## src/rtl/sus_pkg.sv

```systemverilog
package sus_pkg;
  typedef enum logic [2:0] {
    ST_IDLE, ST_INIT, ST_SORT, ST_MARK, ST_FETCH, ST_OUT
  } st_t;

  // Broadcast command and per-cell multiplexer codes share one encoding.
  localparam logic [1:0] CMD_SHR  = 2'b00;  // take left neighbour
  localparam logic [1:0] CMD_IDLE = 2'b01;  // keep own value
  localparam logic [1:0] CMD_CMP  = 2'b10;  // compare/swap (cell code: keep)
  localparam logic [1:0] CMD_SHL  = 2'b11;  // take right neighbour
endpackage

```

## src/rtl/sus_cell.sv

```systemverilog
module sus_cell #(
  parameter int W = 13
) (
  input  logic         clk,
  input  logic         rst_n,
  input  logic [1:0]   code,
  input  logic         ld_en,
  input  logic [W-1:0] ld_val,
  input  logic [W-1:0] from_l,
  input  logic [W-1:0] from_r,
  output logic [W-1:0] q
);
  import sus_pkg::*;

  always_ff @(posedge clk) begin
    if (!rst_n)            q <= '0;
    else if (ld_en)        q <= ld_val;
    else if (code == CMD_SHR) q <= from_l;
    else if (code == CMD_SHL) q <= from_r;
  end
endmodule

```

## src/rtl/sus_pair.sv

```systemverilog
module sus_pair #(
  parameter int CW = 8
) (
  input  logic [1:0]    cmd,
  input  logic          active,
  input  logic [CW-1:0] l_ch,
  input  logic [CW-1:0] r_ch,
  input  logic          r_bnd,
  output logic [1:0]    code_l,
  output logic [1:0]    code_r
);
  import sus_pkg::*;

  always_comb begin
    code_l = CMD_IDLE;
    code_r = CMD_IDLE;
    case (cmd)
      CMD_SHR: begin code_l = CMD_SHR; code_r = CMD_SHR; end
      CMD_SHL: begin code_l = CMD_SHL; code_r = CMD_SHL; end
      CMD_CMP: begin
        // swap only inside a group (no boundary at the right cell)
        if (active && !r_bnd && (l_ch > r_ch)) begin
          code_l = CMD_SHL;
          code_r = CMD_SHR;
        end
      end
      default: ;
    endcase
  end
endmodule

```

## src/rtl/sus_seq.sv

```systemverilog
module sus_seq #(
  parameter int LEN = 8,
  parameter int AW  = 5
) (
  input  logic            clk,
  input  logic            rst_n,
  input  logic            start,
  input  logic            all_set,
  output sus_pkg::st_t    st,
  output logic [1:0]      cmd,
  output logic            phase,
  output logic [AW-1:0]   pass,
  output logic            done
);
  import sus_pkg::*;

  localparam int CNW = $clog2(LEN);
  localparam logic [CNW-1:0] CNT_LAST = CNW'(LEN - 1);

  logic [CNW-1:0] cnt_q;
  logic           dir_q;
  logic           last;

  assign last  = (cnt_q == CNT_LAST);
  assign phase = cnt_q[0];

  always_comb begin
    case (st)
      ST_SORT:  cmd = CMD_CMP;
      ST_FETCH: cmd = dir_q ? CMD_SHL : CMD_SHR;
      ST_OUT:   cmd = CMD_SHL;
      default:  cmd = CMD_IDLE;
    endcase
  end

  always_ff @(posedge clk) begin
    if (!rst_n) begin
      st    <= ST_IDLE;
      cnt_q <= '0;
      dir_q <= 1'b0;
      pass  <= '0;
      done  <= 1'b0;
    end else begin
      case (st)
        ST_IDLE: if (start) begin st <= ST_INIT; done <= 1'b0; end
        ST_INIT: begin
          st <= ST_SORT; cnt_q <= '0; pass <= '0; dir_q <= 1'b0;
        end
        ST_SORT: begin
          if (last) begin st <= ST_MARK; cnt_q <= '0; end
          else cnt_q <= cnt_q + 1'b1;
        end
        ST_MARK: begin
          cnt_q <= '0;
          if (all_set) begin st <= ST_OUT; done <= 1'b1; end
          else st <= ST_FETCH;
        end
        ST_FETCH: begin
          if (last) begin
            st <= ST_SORT; cnt_q <= '0; pass <= pass + 1'b1; dir_q <= ~dir_q;
          end else cnt_q <= cnt_q + 1'b1;
        end
        ST_OUT: begin
          if (last) begin st <= ST_IDLE; cnt_q <= '0; end
          else cnt_q <= cnt_q + 1'b1;
        end
        default: st <= ST_IDLE;
      endcase
    end
  end
endmodule

```

## src/rtl/sus_sorter.sv

```systemverilog
module sus_sorter #(
  parameter int LEN = 8,
  parameter int CW  = 8
) (
  input  logic                    clk,
  input  logic                    rst_n,
  input  logic                    ld_we,
  input  logic [$clog2(LEN)-1:0]  ld_idx,
  input  logic [CW-1:0]           ld_char,
  input  logic                    start,
  output logic                    done,
  output logic                    res_valid,
  output logic [$clog2(LEN)-1:0]  res_idx
);
  import sus_pkg::*;

  localparam int IW = $clog2(LEN);
  localparam int AW = IW + 2;
  localparam int W  = AW + CW;
  localparam logic [AW-1:0] LEN_A = AW'(LEN);

  logic [CW-1:0] mem_q [LEN];
  logic [W-1:0]  q     [LEN];
  logic [LEN-1:0] bnd_q, bnd_nx;
  logic [1:0]    code_l [LEN-1];
  logic [1:0]    code_r [LEN-1];
  logic [1:0]    code   [LEN];
  st_t           st_w;
  logic [1:0]    cmd_w;
  logic          phase_w;
  logic [AW-1:0] pass_w;
  logic          all_set;
  logic [W-1:0]  left_in, right_in;

  // Character at an address; positions past the end read as zero.
  function automatic logic [CW-1:0] rd_char(input logic [AW-1:0] a);
    rd_char = (a < LEN_A) ? mem_q[a[IW-1:0]] : '0;
  endfunction

  // Entry advanced to its next character.
  function automatic logic [W-1:0] refetch(input logic [W-1:0] e);
    logic [AW-1:0] na;
    na = e[W-1:CW] + 1'b1;
    refetch = {na, rd_char(na)};
  endfunction

  // True suffix index from a stored address and the pass count.
  function automatic logic [IW-1:0] true_idx(input logic [AW-1:0] a,
                                             input logic [AW-1:0] p);
    logic [AW-1:0] d;
    d = a - p;
    true_idx = d[IW-1:0];
  endfunction

  always_ff @(posedge clk) begin
    if (!rst_n) begin
      for (int i = 0; i < LEN; i++) mem_q[i] <= '0;
    end else if (ld_we && st_w == ST_IDLE) begin
      mem_q[ld_idx] <= ld_char;
    end
  end

  sus_seq #(.LEN(LEN), .AW(AW)) u_seq (
    .clk(clk), .rst_n(rst_n), .start(start), .all_set(all_set),
    .st(st_w), .cmd(cmd_w), .phase(phase_w), .pass(pass_w), .done(done)
  );

  assign left_in  = refetch(q[LEN-1]);
  assign right_in = (st_w == ST_OUT) ? '0 : refetch(q[0]);

  genvar g;
  generate
    for (g = 0; g < LEN - 1; g++) begin : g_pair
      localparam logic PAR = 1'(g % 2);
      sus_pair #(.CW(CW)) u_pair (
        .cmd(cmd_w), .active(phase_w == PAR),
        .l_ch(q[g][CW-1:0]), .r_ch(q[g+1][CW-1:0]), .r_bnd(bnd_q[g+1]),
        .code_l(code_l[g]), .code_r(code_r[g])
      );
    end

    for (g = 0; g < LEN; g++) begin : g_cell
      if (g == 0) begin : g_first
        assign code[g] = code_l[0];
      end else if (g == LEN - 1) begin : g_last
        assign code[g] = code_r[g-1];
      end else begin : g_mid
        assign code[g] = (code_r[g-1] != CMD_IDLE) ? code_r[g-1] : code_l[g];
      end
      sus_cell #(.W(W)) u_cell (
        .clk(clk), .rst_n(rst_n), .code(code[g]),
        .ld_en(st_w == ST_INIT), .ld_val({AW'(g), mem_q[g]}),
        .from_l((g == 0) ? left_in : q[(g == 0) ? 0 : g-1]),
        .from_r((g == LEN - 1) ? right_in : q[(g == LEN - 1) ? g : g+1]),
        .q(q[g])
      );
      if (g == 0) begin : g_b0
        assign bnd_nx[g] = 1'b1;
      end else begin : g_bn
        assign bnd_nx[g] = bnd_q[g] | (q[g][CW-1:0] != q[g-1][CW-1:0]);
      end
    end
  endgenerate

  assign all_set = &bnd_nx;

  always_ff @(posedge clk) begin
    if (!rst_n)                bnd_q <= '0;
    else if (st_w == ST_INIT)  bnd_q <= LEN'(1);
    else if (st_w == ST_MARK)  bnd_q <= bnd_nx;
  end

  assign res_valid = (st_w == ST_OUT);
  assign res_idx   = true_idx(q[0][W-1:CW], pass_w);
endmodule

```

## config.mk

```make
export PLATFORM = sky130hd
export DESIGN_NAME = sus_sorter
export DESIGN_NICKNAME = d
export VERILOG_FILES = /design/src/rtl/sus_pkg.sv /design/src/rtl/sus_cell.sv /design/src/rtl/sus_pair.sv /design/src/rtl/sus_seq.sv /design/src/rtl/sus_sorter.sv
export SDC_FILE = /design/constraint.sdc
export NUM_CORES = 1
export LEC_CHECK = 0
export BUFFER_PORTS_ARGS = -buffer_cell sky130_fd_sc_hd__buf_2
export CAP_MARGIN = 0
export CORE_AREA = 2 2 127 178
export CTS_BUF_LIST = sky130_fd_sc_hd__clkbuf_2
export CTS_CLUSTER_SIZE = 8
export DETAILED_ROUTE_END_ITERATION = 10
export DIE_AREA = 0 0 129 180
export PLACE_DENSITY_LB_ADDON = 0.05
export REMOVE_ABC_BUFFERS = 1
export SLEW_MARGIN = 20
export SYNTH_ARGS = -nofsm -noshare
export SYNTH_HDL_FRONTEND = slang
export SYNTH_SLANG_ARGS = --single-unit
export TNS_END_PERCENT = 50
```

## constraint.sdc

```tcl
create_clock -name clk -period 3.2 [get_ports clk]
set_clock_uncertainty 0.1 [all_clocks]
set_input_delay 0.32 -clock clk [delete_from_list [all_inputs] [get_ports clk]]
set_output_delay 0.32 -clock clk [all_outputs]
set_load 0.02 [all_outputs]
```

==> metrics <==
Reg area between 4000 and 5000 um2; max_slew headroom between 30% and 40%; Post-Place Cells ~1600; distinct cell type count of the synthesized netlist 63; Final Routed Wirelength roughly 35000 um; 1st-pass router iterations 6; Finished Layout Cells 1635; Cell Area, Placed around 13000 um2; largest net degree at the start of global routing between 60 and 70; ANT nets after route 0; total clock sinks 186; Iter 0 DRT Violations 659; Root Driver clkbuf_2; layout cells sized above 1 between 10% and 20%; initial antenna violation count 1; Layout area overhead 11.91%; standard-cell rows 64; period utilization a little over nine tenths; Seq/Total Area, Yosys a little under two fifths; fillcell total ~1900; Max Clock Freq 0.3252 GHz; CP arrival roughly 3.7 ns; Final Worst Setup Slack between 0.1 and 0.15 ns; I/O pin count 20; clk buf depth 2; CP cell instances ha_1, nor2b_1, o21a_1, o21a_1, o21a_1, o21a_1, o311ai_2, o21ai_1, ha_2, nor3_2, buf_4, a211oi_1, a21oi_1, nor2b_1; most used cell, CP o21a_1; All-Layer GR Usage 30.14%; Final Hold Slack approximately 0.10 ns; commonest cells in the netlist nor2_1, a21oi_1, dfxtp_1, mux2i_1, ha_1; first-pass GRT wire length 53000 um; Setup crit start kind flip-flop; Setup Viol. Count Final 0; Ys Warns 0; dominant cell type by area after synthesis dfxtp_1; Worst-path clk slew 0.30 ns; worst skew pair latency roughly 0.84 ns; Gate Count Post-Synth ~1300; Mapped Area around 12000 um2; die height between 150 and 200 um; Synth async-reset ratio 0%; Vias per Instance approximately 6; CTS tree done; top post-synthesis cells by area dfxtp_1, edfxtp_1, ha_1; Post-synth EDFFs 64; TritonCTS Buffers 17; count leader, synth nor2_1; Fin. Hold Viols 0; DRC violations left 0; Slew Limit Fails 0; #FFs+latches synth between 150 and 200; worst vdd ir 0.3716 mV; max incr delay on CP 0.40 ns; Hold Startpoint ld_idx[0]; vias in the first global route about 9300; drt wl/cell 21.10 um; Die W 129 um; Crit. Startpoint g_cell[4].u_cell.q[1]$_SDFFE_PN0P_; CORE AREA 21700 um2; nets between 1000 and 1500; min cycle time layout about 3.1 ns; Most used DFF post-synth dfxtp_1; post-route cell area roughly 13000 um2; Vias 9806; Overflow after GRT 0; slowest CP cell dfxtp_2; worst endpoint required time 3.85 ns; Max Cap Violations 0; Pleak about 4.7 nW; Initial Util 53.82%; die footprint 23220 um2; status finished, final reports clean; Placer Congestion around 0.96; DP HPWL about 26000 um; Tightest Pin Transition 1.019 ns; Max H-tree Level 4; unrepaired setup endpoints after global routing true; post-synth top area share a little over a fifth; peak fanout along the critical path 8; dpl ws around 0.035 ns; RR Startpoint g_cell[4].u_cell.q[1]$_SDFFE_PN0P_; Mean Syn Cell Area between 9 and 10 um2; Critical Path End Type flip-flop; area occupied by multi-input gates around 6900 um2; Min-Delay Path Class input port to flip-flop; PwrDens between 400 and 500 nW/um2; Port Buf Inserts 19; Crit Path Class flip-flop to flip-flop
## critical path, delay by kind of cell, from the launching register on
kind / cells / cell delay (ns)
AOI/OAI and AO/OA: 8 / 1.27
adders and majority gates: 2 / 0.54
DFF: 1 / 0.40
and+or+nand+nor: 3 / 0.43
buffers and inverters: 1 / 0.21
## cell type report
type,instances,share of cell area [%]
inverter,71,2.039
tap,297,2.843
sequential,186,33.47
clock buffer,18,0.6893
multi-input combinational,926,52.57
timing repair buffer,122,7.352
antenna,1,0.01915
clock inverter,14,1.024
## stage by stage
| stage | utilization, % | power, mW | TNS, ns |
|---|---|---|---|
| final | 60.23 | 5.766 | 0 |
| after global routing | 60.23 | 6.044 | -0.3011 |
| after CTS | 59.40 | 5.682 | 0 |
| after detailed placement | 57.73 | 4.473 | 0 |
| after global placement | 57.73 | 4.457 | 0 |
| after floorplan | - | 3.848 | -63.31 |
## power breakdown
group | internal, mW | switching [mW] | total (mW) | leakage [nW]
clock | 0.303 | 0.894 | 1.20 | 0.132
combinational | 0.787 | 1.07 | 1.85 | 2.96
sequential | 2.57 | 0.143 | 2.71 | 1.65
total | 3.66 | 2.10 | 5.77 | 4.74
## sequential cells by signal, indices dropped and copies added (netlist names)
signal,count
g_cell.u_cell.q,104
mem_q,64
bnd_q,7
u_seq.cnt_q,3
u_seq.pass,3
u_seq.st,3
u_seq.dir_q,1
u_seq.done,1
## cells in the final DEF, fill, tap and decap left out, drive strengths merged, types with 53 or more instances in the layout
master  netlist  layout
nor2        153     153
a21oi       130     130
dfxtp       122     122
buf          22     110
mux2i        80      80
inv          71      78
ha           74      74
and2         71      71
edfxtp       64      64
nor2b        63      63
a211oi       53      53
## path summary, 6_finish.rpt
kind                                        endpoint  slack [ns]  depth (start not counted)
hold / removal             mem_q[0][2]$_SDFFCE_PN0P_        0.10                          5
setup / recovery  g_cell[5].u_cell.q[1]$_SDFFE_PN0P_        0.12                         14
setup reg to reg  g_cell[5].u_cell.q[1]$_SDFFE_PN0P_        0.12                         14
hold reg to reg   g_cell[0].u_cell.q[4]$_SDFFE_PN0P_        0.42                          2
## cells by family after synthesis
kind of cell | share of synthesized area [%]
AND/OR/NAND/NOR | 17.72
AO/OA/AOI/OAI | 16.18
flip-flops | 37.37
buffers and inverters | 4.907
multiplexers | 15.05
adder cells (fa/ha/maj) | 8.099
XOR/XNOR | 0.6749
## what timing repair did
item | in CTS | in global routing
pin swaps | 0 | 7
gates resized for setup | 7 | 46
hold endpoints to repair | 97 | 0
endpoints found under the setup margin | 5 | 53
setup buffers | 0 | 3
cloned | 1 | 3
hold buffers | 12 | 0
## layer usage
| metal | routed length (um) | track usage (%) | up-vias |
|---|---|---|---|
| li1 | - | - | 4662 |
| met1 | 13580 | 35.69 | 4711 |
| met2 | 17490 | 52.40 | 337 |
| met3 | 1517 | 4.018 | 96 |
| met4 | 1923 | 16.00 | 0 |
| met5 | 0 | 0 | - |
(Power assumes the default switching activity.)
